`config.mk`:
```
export PLATFORM = sky130hd
export DESIGN_NAME = chan_prio_router
export DESIGN_NICKNAME = d
export VERILOG_FILES = /design/src/rtl/chan_prio_pkg.sv /design/src/rtl/chan_map_regs.sv /design/src/rtl/host_arbiter.sv /design/src/rtl/chan_prio_router.sv
export SDC_FILE = /design/constraint.sdc
export NUM_CORES = 1
export LEC_CHECK = 0
export BUFFER_PORTS_ARGS = -buffer_cell sky130_fd_sc_hd__buf_2
export CAP_MARGIN = 0
export CORE_AREA = 4 4 160 162
export DETAILED_ROUTE_END_ITERATION = 12
export DIE_AREA = 0 0 164 166
export HOLD_SLACK_MARGIN = 0.08
export PLACE_DENSITY_LB_ADDON = 0.12
export SYNTH_ARGS = -nofsm -noshare
export SYNTH_HDL_FRONTEND = slang
export SYNTH_SLANG_ARGS = --single-unit
```
`constraint.sdc`:
```
create_clock -name clk -period 62.5 [get_ports clk]
set_input_delay 9.375 -clock clk [delete_from_list [all_inputs] [get_ports clk]]
set_output_delay 9.375 -clock clk [all_outputs]
set_load 0.05 [all_outputs]
```
`src/rtl/chan_prio_pkg.sv`:
```
package chan_prio_pkg;
  localparam int CHAN_W     = 5;
  localparam int A_GLOBAL   = 0;
  localparam int A_HEN_SET  = 1;
  localparam int A_HEN_CLR  = 2;
  localparam int A_WIN_FAST = 3;
  localparam int A_WIN_NORM = 4;
  localparam int A_HEN_STAT = 5;
  localparam int A_MAP_BASE = 16;
  localparam int N_HOSTS    = 2;
  typedef logic [CHAN_W-1:0] chan_t;

  // channel of source s taken from a flat byte-per-source map
  function automatic chan_t chan_of(input logic [255:0] map, input int s);
    return map[s*8 +: CHAN_W];
  endfunction
endpackage

```
`src/rtl/chan_map_regs.sv`:
```
module chan_map_regs
  import chan_prio_pkg::*;
#(
  parameter int NUM_SRC = 16,
  parameter int ADDR_W  = 6
) (
  input  logic                    clk,
  input  logic                    rst_n,
  input  logic                    reg_wr,
  input  logic [ADDR_W-1:0]       reg_addr,
  input  logic [31:0]             reg_wdata,
  output logic [31:0]             reg_rdata,
  input  logic [N_HOSTS-1:0][31:0] win_word,
  output logic                    glob_en,
  output logic [N_HOSTS-1:0]      host_en,
  output logic [NUM_SRC*8-1:0]    map_flat
);
  localparam int NUM_MAP = NUM_SRC / 4;

  int a;
  assign a = int'(reg_addr);

  logic set_fast_ev, clr_fast_ev, set_norm_ev, clr_norm_ev;
  assign set_fast_ev = reg_wr && a == A_HEN_SET && reg_wdata == 32'd0;
  assign set_norm_ev = reg_wr && a == A_HEN_SET && reg_wdata == 32'd1;
  assign clr_fast_ev = reg_wr && a == A_HEN_CLR && reg_wdata == 32'd0;
  assign clr_norm_ev = reg_wr && a == A_HEN_CLR && reg_wdata == 32'd1;

  always_ff @(posedge clk or negedge rst_n) begin
    if (!rst_n) begin
      glob_en  <= 1'b0;
      host_en  <= '0;
      map_flat <= {NUM_MAP{32'h0F0F_0F0F}};
    end else begin
      if (reg_wr && a == A_GLOBAL) glob_en <= reg_wdata[0];
      if (set_fast_ev) host_en[0] <= 1'b1;
      if (set_norm_ev) host_en[1] <= 1'b1;
      if (clr_fast_ev) host_en[0] <= 1'b0;
      if (clr_norm_ev) host_en[1] <= 1'b0;
      for (int n = 0; n < NUM_MAP; n++)
        if (reg_wr && a == A_MAP_BASE + n) map_flat[n*32 +: 32] <= reg_wdata;
    end
  end

  always_comb begin
    reg_rdata = 32'd0;
    if (a == A_GLOBAL)   reg_rdata = {31'd0, glob_en};
    if (a == A_WIN_FAST) reg_rdata = win_word[0];
    if (a == A_WIN_NORM) reg_rdata = win_word[1];
    if (a == A_HEN_STAT) reg_rdata = {30'd0, host_en};
    for (int n = 0; n < NUM_MAP; n++)
      if (a == A_MAP_BASE + n) reg_rdata = map_flat[n*32 +: 32];
  end

  // indexed set / clear reach the enable bits on the next edge
  a_r6_set_fast: assert property (@(posedge clk) disable iff (!rst_n)
    set_fast_ev |=> host_en[0]);
  a_r6_set_norm: assert property (@(posedge clk) disable iff (!rst_n)
    set_norm_ev |=> host_en[1]);
  a_r6_clr_norm: assert property (@(posedge clk) disable iff (!rst_n)
    (clr_norm_ev && !set_norm_ev) |=> !host_en[1]);
  // other index values leave the enables alone
  a_r6_bad_index: assert property (@(posedge clk) disable iff (!rst_n)
    !(set_fast_ev || set_norm_ev || clr_fast_ev || clr_norm_ev) |=> $stable(host_en));
endmodule

```
`src/rtl/host_arbiter.sv`:
```
module host_arbiter
  import chan_prio_pkg::*;
#(
  parameter int NUM_SRC = 16,
  parameter int CH_LO   = 0,
  parameter int CH_HI   = 1,
  localparam int SRC_W  = $clog2(NUM_SRC)
) (
  input  logic                 clk,
  input  logic                 rst_n,
  input  logic [NUM_SRC-1:0]   src_active,
  input  logic [NUM_SRC*8-1:0] map_flat,
  output logic                 win_vld,
  output logic [SRC_W-1:0]     win_src,
  output chan_t                win_chan
);
  function automatic logic in_range(input chan_t c);
    return int'(c) >= CH_LO && int'(c) <= CH_HI;
  endfunction

  // per-source channel brought out for the checks
  chan_t src_chan [NUM_SRC];
  for (genvar s = 0; s < NUM_SRC; s++) begin : g_ch
    assign src_chan[s] = map_flat[s*8 +: CHAN_W];
  end

  // ascending scan with strict compare: lower channel, then lower source
  always_comb begin
    win_vld  = 1'b0;
    win_src  = '0;
    win_chan = '1;
    for (int s = 0; s < NUM_SRC; s++) begin
      if (src_active[s] && in_range(src_chan[s]) &&
          (!win_vld || src_chan[s] < win_chan)) begin
        win_vld  = 1'b1;
        win_src  = SRC_W'(s);
        win_chan = src_chan[s];
      end
    end
    if (!win_vld) win_chan = '0;
  end

  // a winner always lies in this host's channel range
  a_r3_win_in_range: assert property (@(posedge clk) disable iff (!rst_n)
    win_vld |-> in_range(win_chan));
  // the winner is an active source
  a_r4_win_active: assert property (@(posedge clk) disable iff (!rst_n)
    win_vld |-> src_active[win_src]);
  // no active source means no valid winner
  a_r5_idle_invalid: assert property (@(posedge clk) disable iff (!rst_n)
    (src_active == '0) |-> !win_vld);
endmodule

```
`src/rtl/chan_prio_router.sv`:
```
module chan_prio_router
  import chan_prio_pkg::*;
#(
  parameter int NUM_SRC   = 16,
  parameter int ADDR_W    = 6,
  parameter int FAST_LAST = 1,
  localparam int SRC_W    = $clog2(NUM_SRC)
) (
  input  logic               clk,
  input  logic               rst_n,
  input  logic [NUM_SRC-1:0] src_active,
  input  logic               reg_wr,
  input  logic [ADDR_W-1:0]  reg_addr,
  input  logic [31:0]        reg_wdata,
  output logic [31:0]        reg_rdata,
  output logic               fast_irq,
  output logic               norm_irq
);
  logic                     glob_en;
  logic [N_HOSTS-1:0]       host_en;
  logic [NUM_SRC*8-1:0]     map_flat;
  logic [N_HOSTS-1:0]       win_vld;
  logic [N_HOSTS-1:0][31:0] win_word;
  logic [N_HOSTS-1:0]       irq_q;
  logic [N_HOSTS-1:0]       irq_want;

  chan_map_regs #(.NUM_SRC(NUM_SRC), .ADDR_W(ADDR_W)) u_regs (
    .clk(clk), .rst_n(rst_n), .reg_wr(reg_wr), .reg_addr(reg_addr),
    .reg_wdata(reg_wdata), .reg_rdata(reg_rdata), .win_word(win_word),
    .glob_en(glob_en), .host_en(host_en), .map_flat(map_flat)
  );

  for (genvar h = 0; h < N_HOSTS; h++) begin : g_host
    localparam int LO = (h == 0) ? 0 : FAST_LAST + 1;
    localparam int HI = (h == 0) ? FAST_LAST : (1 << CHAN_W) - 1;
    logic [SRC_W-1:0] w_src;
    chan_t            w_chan;
    host_arbiter #(.NUM_SRC(NUM_SRC), .CH_LO(LO), .CH_HI(HI)) u_arb (
      .clk(clk), .rst_n(rst_n), .src_active(src_active), .map_flat(map_flat),
      .win_vld(win_vld[h]), .win_src(w_src), .win_chan(w_chan)
    );
    assign win_word[h] = {win_vld[h], {(31-SRC_W){1'b0}}, w_src};
    assign irq_want[h] = glob_en && host_en[h] && win_vld[h];
  end

  always_ff @(posedge clk or negedge rst_n) begin
    if (!rst_n) irq_q <= '0;
    else        irq_q <= irq_want;
  end

  assign fast_irq = irq_q[0];
  assign norm_irq = irq_q[1];

  // each host line follows its three conditions one edge later
  a_r8_fast_follows: assert property (@(posedge clk) disable iff (!rst_n)
    fast_irq == $past(glob_en && host_en[0] && win_vld[0]));
  a_r8_norm_follows: assert property (@(posedge clk) disable iff (!rst_n)
    norm_irq == $past(glob_en && host_en[1] && win_vld[1]));
  // a fast and a normal winner can never be the same source
  a_r3_hosts_disjoint: assert property (@(posedge clk) disable iff (!rst_n)
    (win_vld == 2'b11) |-> (win_word[0][SRC_W-1:0] != win_word[1][SRC_W-1:0]));
endmodule

```
==> impl_results.md <==
* Total number of vias at 11,040
* Layout Cells excl Fill at 1,659
* Switch share at 0.4620
* Area grow syn2layout at 11.11%
* Die height at 166 um
* Grt ovf at 0
* # diodes at 0
* Status: finished clean
* Register area share after synthesis at 0.2855
* DP Wirelength at 30,740 um
* Max Slew Vio Count at 0
* Mapped Area at 11,940 um2
* Fin Hold WS at 0.5004 ns
* # rows at 57
* Flop pwr share at 0.222
* Final Critical Period at 46.99 ns
* WS Path Type: in2out
* Setup repair bufs after CTS at 0
* Comb power frac at 0.592
* Slew HR at 0.2377
* DR vias/cell at 6.653
* Post-synth EDFFs at 0
* FILL cells at 2,237
* Setup tns final at 0 ns
* CP Data Arrival Time at 37.62 ns
* TritonCTS clock tree: done
* TritonCTS Buffers at 17
* Hold EP: u_regs.map_flat[101]
* Starting Density at 0.4953
* Initial antenna violation count at 0
* Post-synthesis register bit count at 133
* Detail Route Antenna Nets at 0
* Share of cells above drive strength 1 at 0.2981
* Worst-Skew Late Latency at 0.42 ns
* Switching power at 0.0002594 W
* Yosys top cell by area: dfrtp_1
* PostCTS Resize Cnt at 0
* Final Util at 0.5503
* Share of the synthesized area in the top cell type at 0.1446
* Critical Path Sink Type: output port
* Sink Count at 133
* Leak at 6.105 nW
* I/O Buffers at 90
* Syn_area_per_cell at 9.528 um2
* Yosys warning total at 0
* Clock Skews at 0.008795 ns
* DP Cell Count at 1,627
* Largest net degree at the start of global routing at 71
* Worst EP required at 53.12 ns
* Predominant post-synthesis flop cell: dfrtp_1
* WL/cell at 24.59 um
* Clock slew at reported path FFs at 0.05 ns
* Worst path max stage delay at 0.63 ns
* DRT Pass-1 Iters at 7
* Final hold vios at 0
* Worst Hold Depth at 1
* RR Startpoint: u_regs.map_flat[4]
* RSZ-0062 raised after global routing: no
* R2r endpoint: irq_q[1]
* First-pass GRT wire length at 63,740 um
* Crit-path max FO at 16
* Worst Reg-to-Reg Cells at 9
* Startpoint Class: input pin
* Power Density at 42.33 nW/um2
* Fin nets at 1,473
* DR DRC count at 0
* Fin crit share at 0.7519
* Chip Width at 164 um
* Fmax achieved at 21.28 MHz
* Synth top area cells: dfrtp_1 14%, dfstp_2 14%, mux2_2 13%
* FFs w/ async S/R, synth at 1.000
* Final RePlAce weighted congestion at 0.9501
* Distinct cells, synth at 80
* Clock group share of total power at 0.186
* Reg-to-reg setup timing slack at 57.97 ns
* Drt initial violations at 937
* Clock Path Buffers at 2
* Die ar. at 27,220 um2
* CP max-delay cell: o31ai_2
* Hold crit path type: reg2reg
* MaxCap Viol Count at 0
* Most frequent CP cell: a21o_1
* Hold Crit Start: u_regs.map_flat[101]
* Synth Net Count at 1,404
* Number of I/O pins at 91
* Core Region at 24,110 um2
* Vias in the first global route at 10,910
* Hold_buf cts at 0
* # setup viols final at 0
* Clock Root Buffer: clkbuf_16
* Cell Int Power at 0.0003021 W
* DRT Wirelength at 40,800 um
* GR Util All Layers at 0.3006
* H-tree Lvls at 4
* Maximum vdd drop at 0.02253 mV
* Post-synthesis cell count at 1,253
* Worst Max-Slew Pin Slew at 1.142 ns
power by group through the flow:
stage                     Combinational [W]  Sequential, W  Clock (W)
after global placement             0.000321       0.000125          0
after CTS                          0.000327       0.000124   0.000105
after global routing               0.000370       0.000126   0.000110
final                              0.000333       0.000125   0.000104
after detailed placement           0.000323       0.000125          0
after floorplan                    0.000256       0.000113          0
kinds of logic (layout without fill, tap and decap cells):
kind of cell | after synthesis | after routing | share of synthesized area
compound gates | 351 | 351 | 0.2107
buf+inv | 98 | 180 | 0.03270
flops | 133 | 133 | 0.2855
fa+ha+maj | 94 | 94 | 0.09851
simple gates | 394 | 394 | 0.1729
mux | 183 | 183 | 0.1997
cells in the mapped netlist (all sizes together), types with 11 or more instances:
master,instances
buf,20
inv,49
mux2,142
and2,20
o31ai,13
nand3,30
mux4,30
a211oi,27
nand2b,19
clkbuf,29
nor3,34
o21ai,54
nand4,22
dfstp,64
or3,14
a21oi,80
a21o,38
nor2,65
o21a,12
mux2i,11
and3,36
dfrtp,69
nor4,31
ha,94
nand2,81
o41ai,11
o211ai,12
a22oi,12
a211o,15
registers in the layout, indices dropped and copies added, names as in the netlist:
| signal | count |
|---|---|
| u_regs.map_flat | 128 |
| irq_q | 2 |
| u_regs.glob_en | 1 |
| u_regs.host_en | 2 |
critical path, delay by kind of cell:
family	cells	cell delay (ns)
mux	5	1.72
simple gates	28	6.81
fa+ha+maj	15	4.55
compound gates	69	14.63
buf+inv	4	0.51
metal layers:
layer / global-route usage / up-vias / wire, um
li1: - / 5045 / -
met1: 0.4131 / 5524 / 17620
met2: 0.5067 / 410 / 19960
met3: 0.03996 / 59 / 2495
met4: 0.06674 / 0 / 725
met5: 0 / - / 0
worst max path at each step:
stage | from | endpoint | slack [ns] | cells past startpoint
finish | src_active[0] | reg_rdata[3] | 15.51 | 121
global route | src_active[0] | reg_rdata[3] | 13.35 | 122
CTS | src_active[0] | reg_rdata[3] | 15.97 | 121
detailed placement | src_active[0] | reg_rdata[3] | 16.24 | 119
global placement | src_active[0] | reg_rdata[3] | 16.67 | 123
floorplan | src_active[0] | reg_rdata[0] | 19.02 | 127
layout by cell type (no fill, tap or decap), drive strengths merged, types with 13 or more instances in the layout:
cell type and count:
dfrtp 69, a211oi 27, nand2 81, nand4 22, clkbuf 20, mux4 30, nand2b 19, a21o 38
a211o 15, and3 36, mux2 142, nor3 34, nor4 31, o21ai 54, inv 50, and2 20
a21oi 80, buf 99, ha 94, nand3 30, o31ai 13, nor2 65, dfstp 64, or3 14
through the flow:
step	setup slack (ns)	cell area (um2)	total power, W
after floorplan	19.02	11940	0.0003682
after global placement	16.67	12670	0.0004459
after detailed placement	16.24	12670	0.0004485
after CTS	15.97	13270	0.0005560
after global routing	13.35	13270	0.0006053
final	15.51	13270	0.0005615
cell type report:
class	count	area, um2	share of cell area
sequential	133	3408	0.2569
tap	324	405.4	0.03056
timing repair buffer	99	524.3	0.03952
clock inverter	12	156.4	0.01179
inverter	49	183.9	0.01387
multi-input combinational	1022	8150	0.6144
clock buffer	20	436.7	0.03292
(Power assumes the default switching activity.)
